==> src/rtl/tx_refill_pkg.sv <==
package tx_refill_pkg;

    typedef enum logic [3:0] {
        ST_IDLE,
        ST_HALT,
        ST_FLUSH,
        ST_HDR,
        ST_DATA,
        ST_FIRE,
        ST_WAIT,
        ST_POLL,
        ST_DONE
    } refill_state_t;

endpackage

==> src/rtl/tx_refill_chunk.sv <==
module tx_refill_chunk #(
    parameter int LEN_W       = 8,
    parameter int FIRST_BURST = 63,
    parameter int CHUNK       = 31
) (
    input  logic             first_i,
    input  logic [LEN_W-1:0] rem_i,
    output logic [LEN_W-1:0] size_o
);
    localparam logic [LEN_W-1:0] FIRST_L = LEN_W'(FIRST_BURST);
    localparam logic [LEN_W-1:0] CHUNK_L = LEN_W'(CHUNK);

    logic [LEN_W-1:0] cap;

    assign cap    = first_i ? FIRST_L : CHUNK_L;
    assign size_o = (rem_i > cap) ? cap : rem_i;
endmodule

==> src/rtl/tx_refill_cnt.sv <==
module tx_refill_cnt #(
    parameter int LEN_W = 8
) (
    input  logic             clk,
    input  logic             rst_n,
    input  logic             load_i,
    input  logic [LEN_W-1:0] len_i,
    input  logic             chunk_ld_i,
    input  logic [LEN_W-1:0] chunk_i,
    input  logic             step_i,
    output logic [LEN_W-1:0] addr_o,
    output logic [LEN_W-1:0] rem_o,
    output logic [LEN_W-1:0] left_o
);
    always_ff @(posedge clk or negedge rst_n) begin
        if (!rst_n) begin
            addr_o <= '0;
            rem_o  <= '0;
            left_o <= '0;
        end else if (load_i) begin
            addr_o <= '0;
            rem_o  <= len_i;
            left_o <= '0;
        end else if (chunk_ld_i) begin
            left_o <= chunk_i;
        end else if (step_i) begin
            addr_o <= addr_o + 1'b1;
            rem_o  <= rem_o - 1'b1;
            left_o <= left_o - 1'b1;
        end
    end
endmodule

==> src/rtl/tx_refill_timer.sv <==
module tx_refill_timer #(
    parameter int POLL_W = 8
) (
    input  logic              clk,
    input  logic              rst_n,
    input  logic              load_i,
    input  logic [POLL_W-1:0] gap_i,
    output logic              zero_o
);
    logic [POLL_W-1:0] cnt_q;

    always_ff @(posedge clk or negedge rst_n) begin
        if (!rst_n) begin
            cnt_q <= '0;
        end else if (load_i) begin
            cnt_q <= gap_i;
        end else if (cnt_q != '0) begin
            cnt_q <= cnt_q - 1'b1;
        end
    end

    assign zero_o = (cnt_q == '0);
endmodule

==> src/rtl/tx_refill_fsm.sv <==
module tx_refill_fsm
    import tx_refill_pkg::*;
(
    input  logic clk,
    input  logic rst_n,
    input  logic start_i,
    input  logic len_nz_i,
    input  logic left_one_i,
    input  logic rem_one_i,
    input  logic rem_zero_i,
    input  logic gap_zero_i,
    input  logic stat_go_i,
    input  logic stat_uf_i,
    output logic load_o,
    output logic chunk_ld_o,
    output logic step_o,
    output logic timer_ld_o,
    output logic first_o,
    output logic strobe_idle_o,
    output logic strobe_flush_o,
    output logic strobe_tx_o,
    output logic stat_rd_o,
    output logic busy_o,
    output logic done_o,
    output logic err_o
);
    refill_state_t state_q, state_d;
    logic          first_q, err_q;

    assign load_o = (state_q == ST_IDLE) && start_i && len_nz_i;

    always_ff @(posedge clk or negedge rst_n) begin
        if (!rst_n) state_q <= ST_IDLE;
        else        state_q <= state_d;
    end

    always_ff @(posedge clk or negedge rst_n) begin
        if (!rst_n) begin
            first_q <= 1'b0;
            err_q   <= 1'b0;
        end else if (load_o) begin
            first_q <= 1'b1;
            err_q   <= 1'b0;
        end else begin
            if (state_q == ST_FIRE) first_q <= 1'b0;
            if (state_q == ST_POLL && stat_uf_i) err_q <= 1'b1;
        end
    end

    always_comb begin
        state_d = state_q;
        unique case (state_q)
            ST_IDLE:  if (load_o) state_d = ST_HALT;
            ST_HALT:  state_d = ST_FLUSH;
            ST_FLUSH: state_d = ST_HDR;
            ST_HDR:   state_d = ST_DATA;
            ST_DATA: begin
                if (left_one_i) begin
                    if (first_q)        state_d = ST_FIRE;
                    else if (rem_one_i) state_d = ST_DONE;
                    else                state_d = ST_WAIT;
                end
            end
            ST_FIRE:  state_d = rem_zero_i ? ST_DONE : ST_WAIT;
            ST_WAIT:  if (gap_zero_i) state_d = ST_POLL;
            ST_POLL:  state_d = stat_go_i ? ST_HDR : ST_WAIT;
            ST_DONE:  state_d = ST_IDLE;
            default:  state_d = ST_IDLE;
        endcase
    end

    always_comb begin
        chunk_ld_o     = 1'b0;
        step_o         = 1'b0;
        strobe_idle_o  = 1'b0;
        strobe_flush_o = 1'b0;
        strobe_tx_o    = 1'b0;
        stat_rd_o      = 1'b0;
        done_o         = 1'b0;
        busy_o         = 1'b1;
        unique case (state_q)
            ST_IDLE:  busy_o         = 1'b0;
            ST_HALT:  strobe_idle_o  = 1'b1;
            ST_FLUSH: strobe_flush_o = 1'b1;
            ST_HDR:   chunk_ld_o     = 1'b1;
            ST_DATA:  step_o         = 1'b1;
            ST_FIRE:  strobe_tx_o    = 1'b1;
            ST_WAIT:  ;
            ST_POLL:  stat_rd_o      = 1'b1;
            ST_DONE: begin
                done_o = 1'b1;
                busy_o = 1'b0;
            end
            default:  busy_o = 1'b0;
        endcase
    end

    assign timer_ld_o = (state_d == ST_WAIT) && (state_q != ST_WAIT);
    assign first_o    = first_q;
    assign err_o      = err_q;
endmodule

==> src/rtl/tx_refill_ctrl.sv <==
module tx_refill_ctrl #(
    parameter int LEN_W       = 8,
    parameter int POLL_W      = 8,
    parameter int LEVEL_W     = 7,
    parameter int FIRST_BURST = 63,
    parameter int CHUNK       = 31
) (
    input  logic               clk,
    input  logic               rst_n,
    input  logic               start_i,
    input  logic [LEN_W-1:0]   frame_len_i,
    input  logic [POLL_W-1:0]  poll_gap_i,
    output logic [LEN_W-1:0]   buf_addr_o,
    input  logic [7:0]         buf_data_i,
    input  logic [LEVEL_W:0]   fifo_stat_i,
    output logic               stat_rd_o,
    output logic               strobe_idle_o,
    output logic               strobe_flush_o,
    output logic               strobe_tx_o,
    output logic               burst_start_o,
    output logic [LEN_W-1:0]   burst_cnt_o,
    output logic               wr_valid_o,
    output logic [7:0]         wr_data_o,
    output logic               busy_o,
    output logic               done_o,
    output logic               err_o
);
    localparam logic [LEVEL_W-1:0] REFILL_LVL = LEVEL_W'(CHUNK);

    logic             load, chunk_ld, step, timer_ld, first, gap_zero;
    logic             stat_uf, stat_go;
    logic [LEN_W-1:0] rem, left, chunk;

    assign stat_uf = fifo_stat_i[LEVEL_W];
    assign stat_go = stat_uf || (fifo_stat_i[LEVEL_W-1:0] <= REFILL_LVL);

    tx_refill_chunk #(.LEN_W(LEN_W), .FIRST_BURST(FIRST_BURST), .CHUNK(CHUNK)) chunk_i (
        .first_i (first),
        .rem_i   (rem),
        .size_o  (chunk)
    );

    tx_refill_cnt #(.LEN_W(LEN_W)) cnt_i (
        .clk        (clk),
        .rst_n      (rst_n),
        .load_i     (load),
        .len_i      (frame_len_i),
        .chunk_ld_i (chunk_ld),
        .chunk_i    (chunk),
        .step_i     (step),
        .addr_o     (buf_addr_o),
        .rem_o      (rem),
        .left_o     (left)
    );

    tx_refill_timer #(.POLL_W(POLL_W)) timer_i (
        .clk    (clk),
        .rst_n  (rst_n),
        .load_i (timer_ld),
        .gap_i  (poll_gap_i),
        .zero_o (gap_zero)
    );

    tx_refill_fsm fsm_i (
        .clk            (clk),
        .rst_n          (rst_n),
        .start_i        (start_i),
        .len_nz_i       (frame_len_i != '0),
        .left_one_i     (left == LEN_W'(1)),
        .rem_one_i      (rem == LEN_W'(1)),
        .rem_zero_i     (rem == '0),
        .gap_zero_i     (gap_zero),
        .stat_go_i      (stat_go),
        .stat_uf_i      (stat_uf),
        .load_o         (load),
        .chunk_ld_o     (chunk_ld),
        .step_o         (step),
        .timer_ld_o     (timer_ld),
        .first_o        (first),
        .strobe_idle_o  (strobe_idle_o),
        .strobe_flush_o (strobe_flush_o),
        .strobe_tx_o    (strobe_tx_o),
        .stat_rd_o      (stat_rd_o),
        .busy_o         (busy_o),
        .done_o         (done_o),
        .err_o          (err_o)
    );

    assign burst_start_o = chunk_ld;
    assign burst_cnt_o   = chunk;
    assign wr_valid_o    = step;
    assign wr_data_o     = buf_data_i;
endmodule

==> config.mk <==
export PLATFORM = sky130hd
export DESIGN_NAME = tx_refill_ctrl
export DESIGN_NICKNAME = d
export VERILOG_FILES = /design/src/rtl/tx_refill_pkg.sv /design/src/rtl/tx_refill_chunk.sv /design/src/rtl/tx_refill_cnt.sv /design/src/rtl/tx_refill_timer.sv /design/src/rtl/tx_refill_fsm.sv /design/src/rtl/tx_refill_ctrl.sv
export SDC_FILE = /design/constraint.sdc
export NUM_CORES = 1
export LEC_CHECK = 0
export ABC_CLOCK_PERIOD_IN_PS = 2570
export BUFFER_PORTS_ARGS = -buffer_cell sky130_fd_sc_hd__buf_2
export CORE_ASPECT_RATIO = 0.6
export CORE_MARGIN = 2
export CORE_UTILIZATION = 35
export CTS_BUF_LIST = sky130_fd_sc_hd__clkbuf_4
export CTS_CLUSTER_SIZE = 40
export DETAILED_ROUTE_END_ITERATION = 10
export PLACE_DENSITY = 0.68
export SLEW_MARGIN = 10
export SYNTH_ARGS = -nofsm -noshare
export SYNTH_HDL_FRONTEND = slang
export SYNTH_SLANG_ARGS = --single-unit
==> constraint.sdc <==
create_clock -name clk -period 2.57 [get_ports clk]
set_clock_uncertainty 0.2 [all_clocks]
set_input_delay 0.1285 -clock clk [delete_from_list [all_inputs] [get_ports clk]]
set_output_delay 0.1285 -clock clk [all_outputs]
set_load 0.05 [all_outputs]
==> metrics.yaml <==
pwr-share-seq_pct: 28.9
synth_xor_area_share_pct: 4.01
clock_path_buffers: 2
setup_violations: 2
crit_end: "timer_i.cnt_q[5]"
gp_congestion: 0.805
synthSimpleGateAreaFrac_pct: 23.8
maxSlewViolCount: 0
slew-limit-headroom_pct: 41.6
crit_path_end_kind: "flop"
cts_root_buffer: "clkbuf_4"
hpwlAfterDp_mm: 4.52
rr_worst_depth: 6
status: "finished, violations left"
grt-busiest-layer: "met2"
cts.sink_count: 38
synthArstFlopShare_pct: 100
internal_power_mw: 2.00
fmax_mhz: 388
fin_util_pct: 46.6
synth-adder-area-share_pct: 4.17
worst-setup-path-type: "flop to flop"
p_sw_share_pct: 49.6
vias: 2247
clock_latency_ns: 0.35
drtPass1Iterations: 4
drtAntennaViolNets: 0
syn_to_final_growth_pct: 29.1
yosys.area.top_type: "dfrtp_1"
avgViaCountPerCell: 5.21
die_area_um2: 7560
worst_pin_slew_ns: 0.876
regToRegEndpoint: "timer_i.cnt_q[5]"
ys_types: 52
grt_use_met3_pct: 4.34
io_buffer_count: 44
cp_slowest_cell: "or4_4"
post_drt_wl_per_cell_um: 14.5
tns_ns: -0.00521
final_nets: 386
synth_top_family_by_area: "simple AND/OR/NAND/NOR gates"
layout-drive-gt1-share_pct: 28.2
path_cells: "or4_4, nor4_4, nand3_2, a2111oi_4, buf_6, mux2_2"
r2r_start: "cnt_i.left_o[2]"
layout_setup_ws_ns: -0.00402
grt_pass1_vias: 2099
fillers: 643
num_rows: 23
num_io_pins: 68
diodes: 0
register_area_um2: 952
power.share.clock_pct: 11.0
core_area_um2: 6650
netSwitchingPower_mw: 1.97
ys.flop_type: "dfrtp_1"
finalCriticalPeriod_ns: 2.57
antenna_found_initial: 0
syn_inst: 268
startpoint_type: "flop"
crit_path_max_incr_delay_ns: 0.58
drt_iter0_markers: 147
crit_buf_inv: 1
post-place-ws_ns: 0.0193
numCtsBuffers: 5
arrival_ns: 2.63
worstPathMaxFanout: 8
synthMuxAreaShare_pct: 4.64
initial_core_util_pct: 36.1
violations: "setup timing"
power_mw: 3.97
grt_max_degree: 39
gr-usage-met1_pct: 24.2
grt_usage_pct: 17.0
power_density_nw_per_um2: 1280
hold_path.class: "input port to output pin"
synth_edf_count: 0
ff2ff_setup_slack_ns: -0.004
grt_pass1_wl_mm: 10.1
grt.met2_usage_pct: 26.5
clk_transition_reported_paths_ns: 0.13
ir_worst_vdd_uv: 531
yosysMostFrequentCell: "dfrtp_1"
ys_warn_count: 0
ys_seq_area_share_pct: 39.6
fp.dieW_um: 111
h-tree-depth: 2
yosys-top-cells-count: "dfrtp_1 (38), nor2_1 (23), nand2_1 (21), nand3_1 (16), o21ai_0 (16)"
routed_wl_mm: 6.24
period_share_pct: 100
multi_input_area_um2: 1300
pwr-share-comb_pct: 60.1
synth-seq-cells: 38
rsz0062_at_grt: "true"
synth_compound_area_share_pct: 16.7
p_leak_nw: 1.38
grt_overflow: 0
cp_top_family: "simple AND/OR/NAND/NOR gates"
timing.final.hold_violations: 0
synth_top_area_share_pct: 39.6
synthTopCellsByArea: "dfrtp_1 (40%), ha_1 (4.2%), mux2_2 (3.8%)"
crit_start: "cnt_i.left_o[2]"
drc_errors: 0
syn-cell-area_um2: 2400
cts_tree: "built"
cp.required_ns: 2.62
syn_avg_cell_area_um2: 8.95
path_depth: 6
die-height_um: 68.1
maxCapViolCount: 0
flip-flops by register name (all words and copies together), names as in the netlist:
register and count:
cnt_i.left_o 8, fsm_i.first_o 1, cnt_i.rem_o 8, fsm_i.err_o 1, cnt_i.addr_o 8, timer_i.cnt_q 8
fsm_i.state_q 4
metal layers:
layer  vias to the layer above  wire length [um]
li1                       1109                 -
met1                      1066              3130
met2                        68              2700
met3                         4               390
met4                         0                18
met5                         -                 0
through the flow:
stage	cell area (um^2)	std cells	hold slack, ns
2_1_floorplan	2410	269	-0.367
3_3_place_gp	2780	400	0.0573
3_5_place_dp	2780	400	0.0573
4_1_cts	3060	427	0.0573
5_1_grt	3100	431	0.0571
6_report	3100	431	0.0570
kinds of logic (layout without fill, tap and decap cells):
family / after synthesis / after routing
AOI/OAI and AO/OA: 58 / 58
buffers and inverters: 34 / 109
other: 1 / 2
adders and majority gates: 8 / 8
DFF: 38 / 38
muxes: 10 / 10
and+or+nand+nor: 108 / 108
xor gates and xnor gates: 11 / 11
final cells by class:
cell class | instances | area share (%)
repair buffers | 88 | 19.4
well taps | 87 | 3.51
clock inverters | 2 | 1.21
multi-input cells | 197 | 42.1
flip-flops and latches | 38 | 30.7
clock buffers | 6 | 1.45
inverters | 13 | 1.61
power by group through the flow:
stage               sequential (mW)  clock, mW  combinational, mW
floorplan                      1.34          0               1.49
global placement               1.14          0               2.24
detailed placement             1.16          0               2.28
CTS                            1.15      0.446               2.35
global route                   1.19      0.465               2.62
finish                         1.15      0.437               2.39
how the worst min path moves through the flow:
stage | start | end | slack, ns | cells past startpoint
floorplan | rst_n | cnt_i.addr_o[0] | -0.37 | 0
global placement | buf_data_i[2] | wr_data_o[2] | 0.06 | 0
detailed placement | buf_data_i[2] | wr_data_o[2] | 0.06 | 0
CTS | buf_data_i[2] | wr_data_o[2] | 0.06 | 0
global route | buf_data_i[0] | wr_data_o[0] | 0.06 | 0
finish | buf_data_i[0] | wr_data_o[0] | 0.06 | 0
cell usage in the layout, fill, tap and decap left out, types with 3 or more instances in the layout:
cell type / n
a21oi_1: 14
and3_1: 3
buf_2: 43
buf_4: 26
clkbuf_4: 6
dfrtp_1: 37
dlygate4sd3_1: 18
ha_1: 8
inv_1: 12
mux2_2: 7
nand2_1: 21
nand2b_1: 4
nand3_1: 15
nand4_1: 4
nor2_1: 23
nor3_1: 13
nor3b_1: 3
nor4_1: 3
o211ai_1: 4
o21ai_0: 15
o31ai_1: 5
or4_1: 6
xnor2_1: 4
xor2_1: 7
worst reg2reg max path: stages, from the launching register on:
cell       delay (ns)
dfrtp_1          0.40
or4_4            0.58
nor4_4           0.20
nand3_2          0.15
a2111oi_4        0.41
buf_6            0.19
mux2_2           0.34
timing repair:
item,4_1_cts,5_1_grt
endpoints found under the setup margin,8,10
hold buffers,18,0
setup buffers,1,4
gates resized for setup,3,4
pin swaps,0,2
endpoints found under the hold margin,55,0
(Power assumes the default switching activity.)
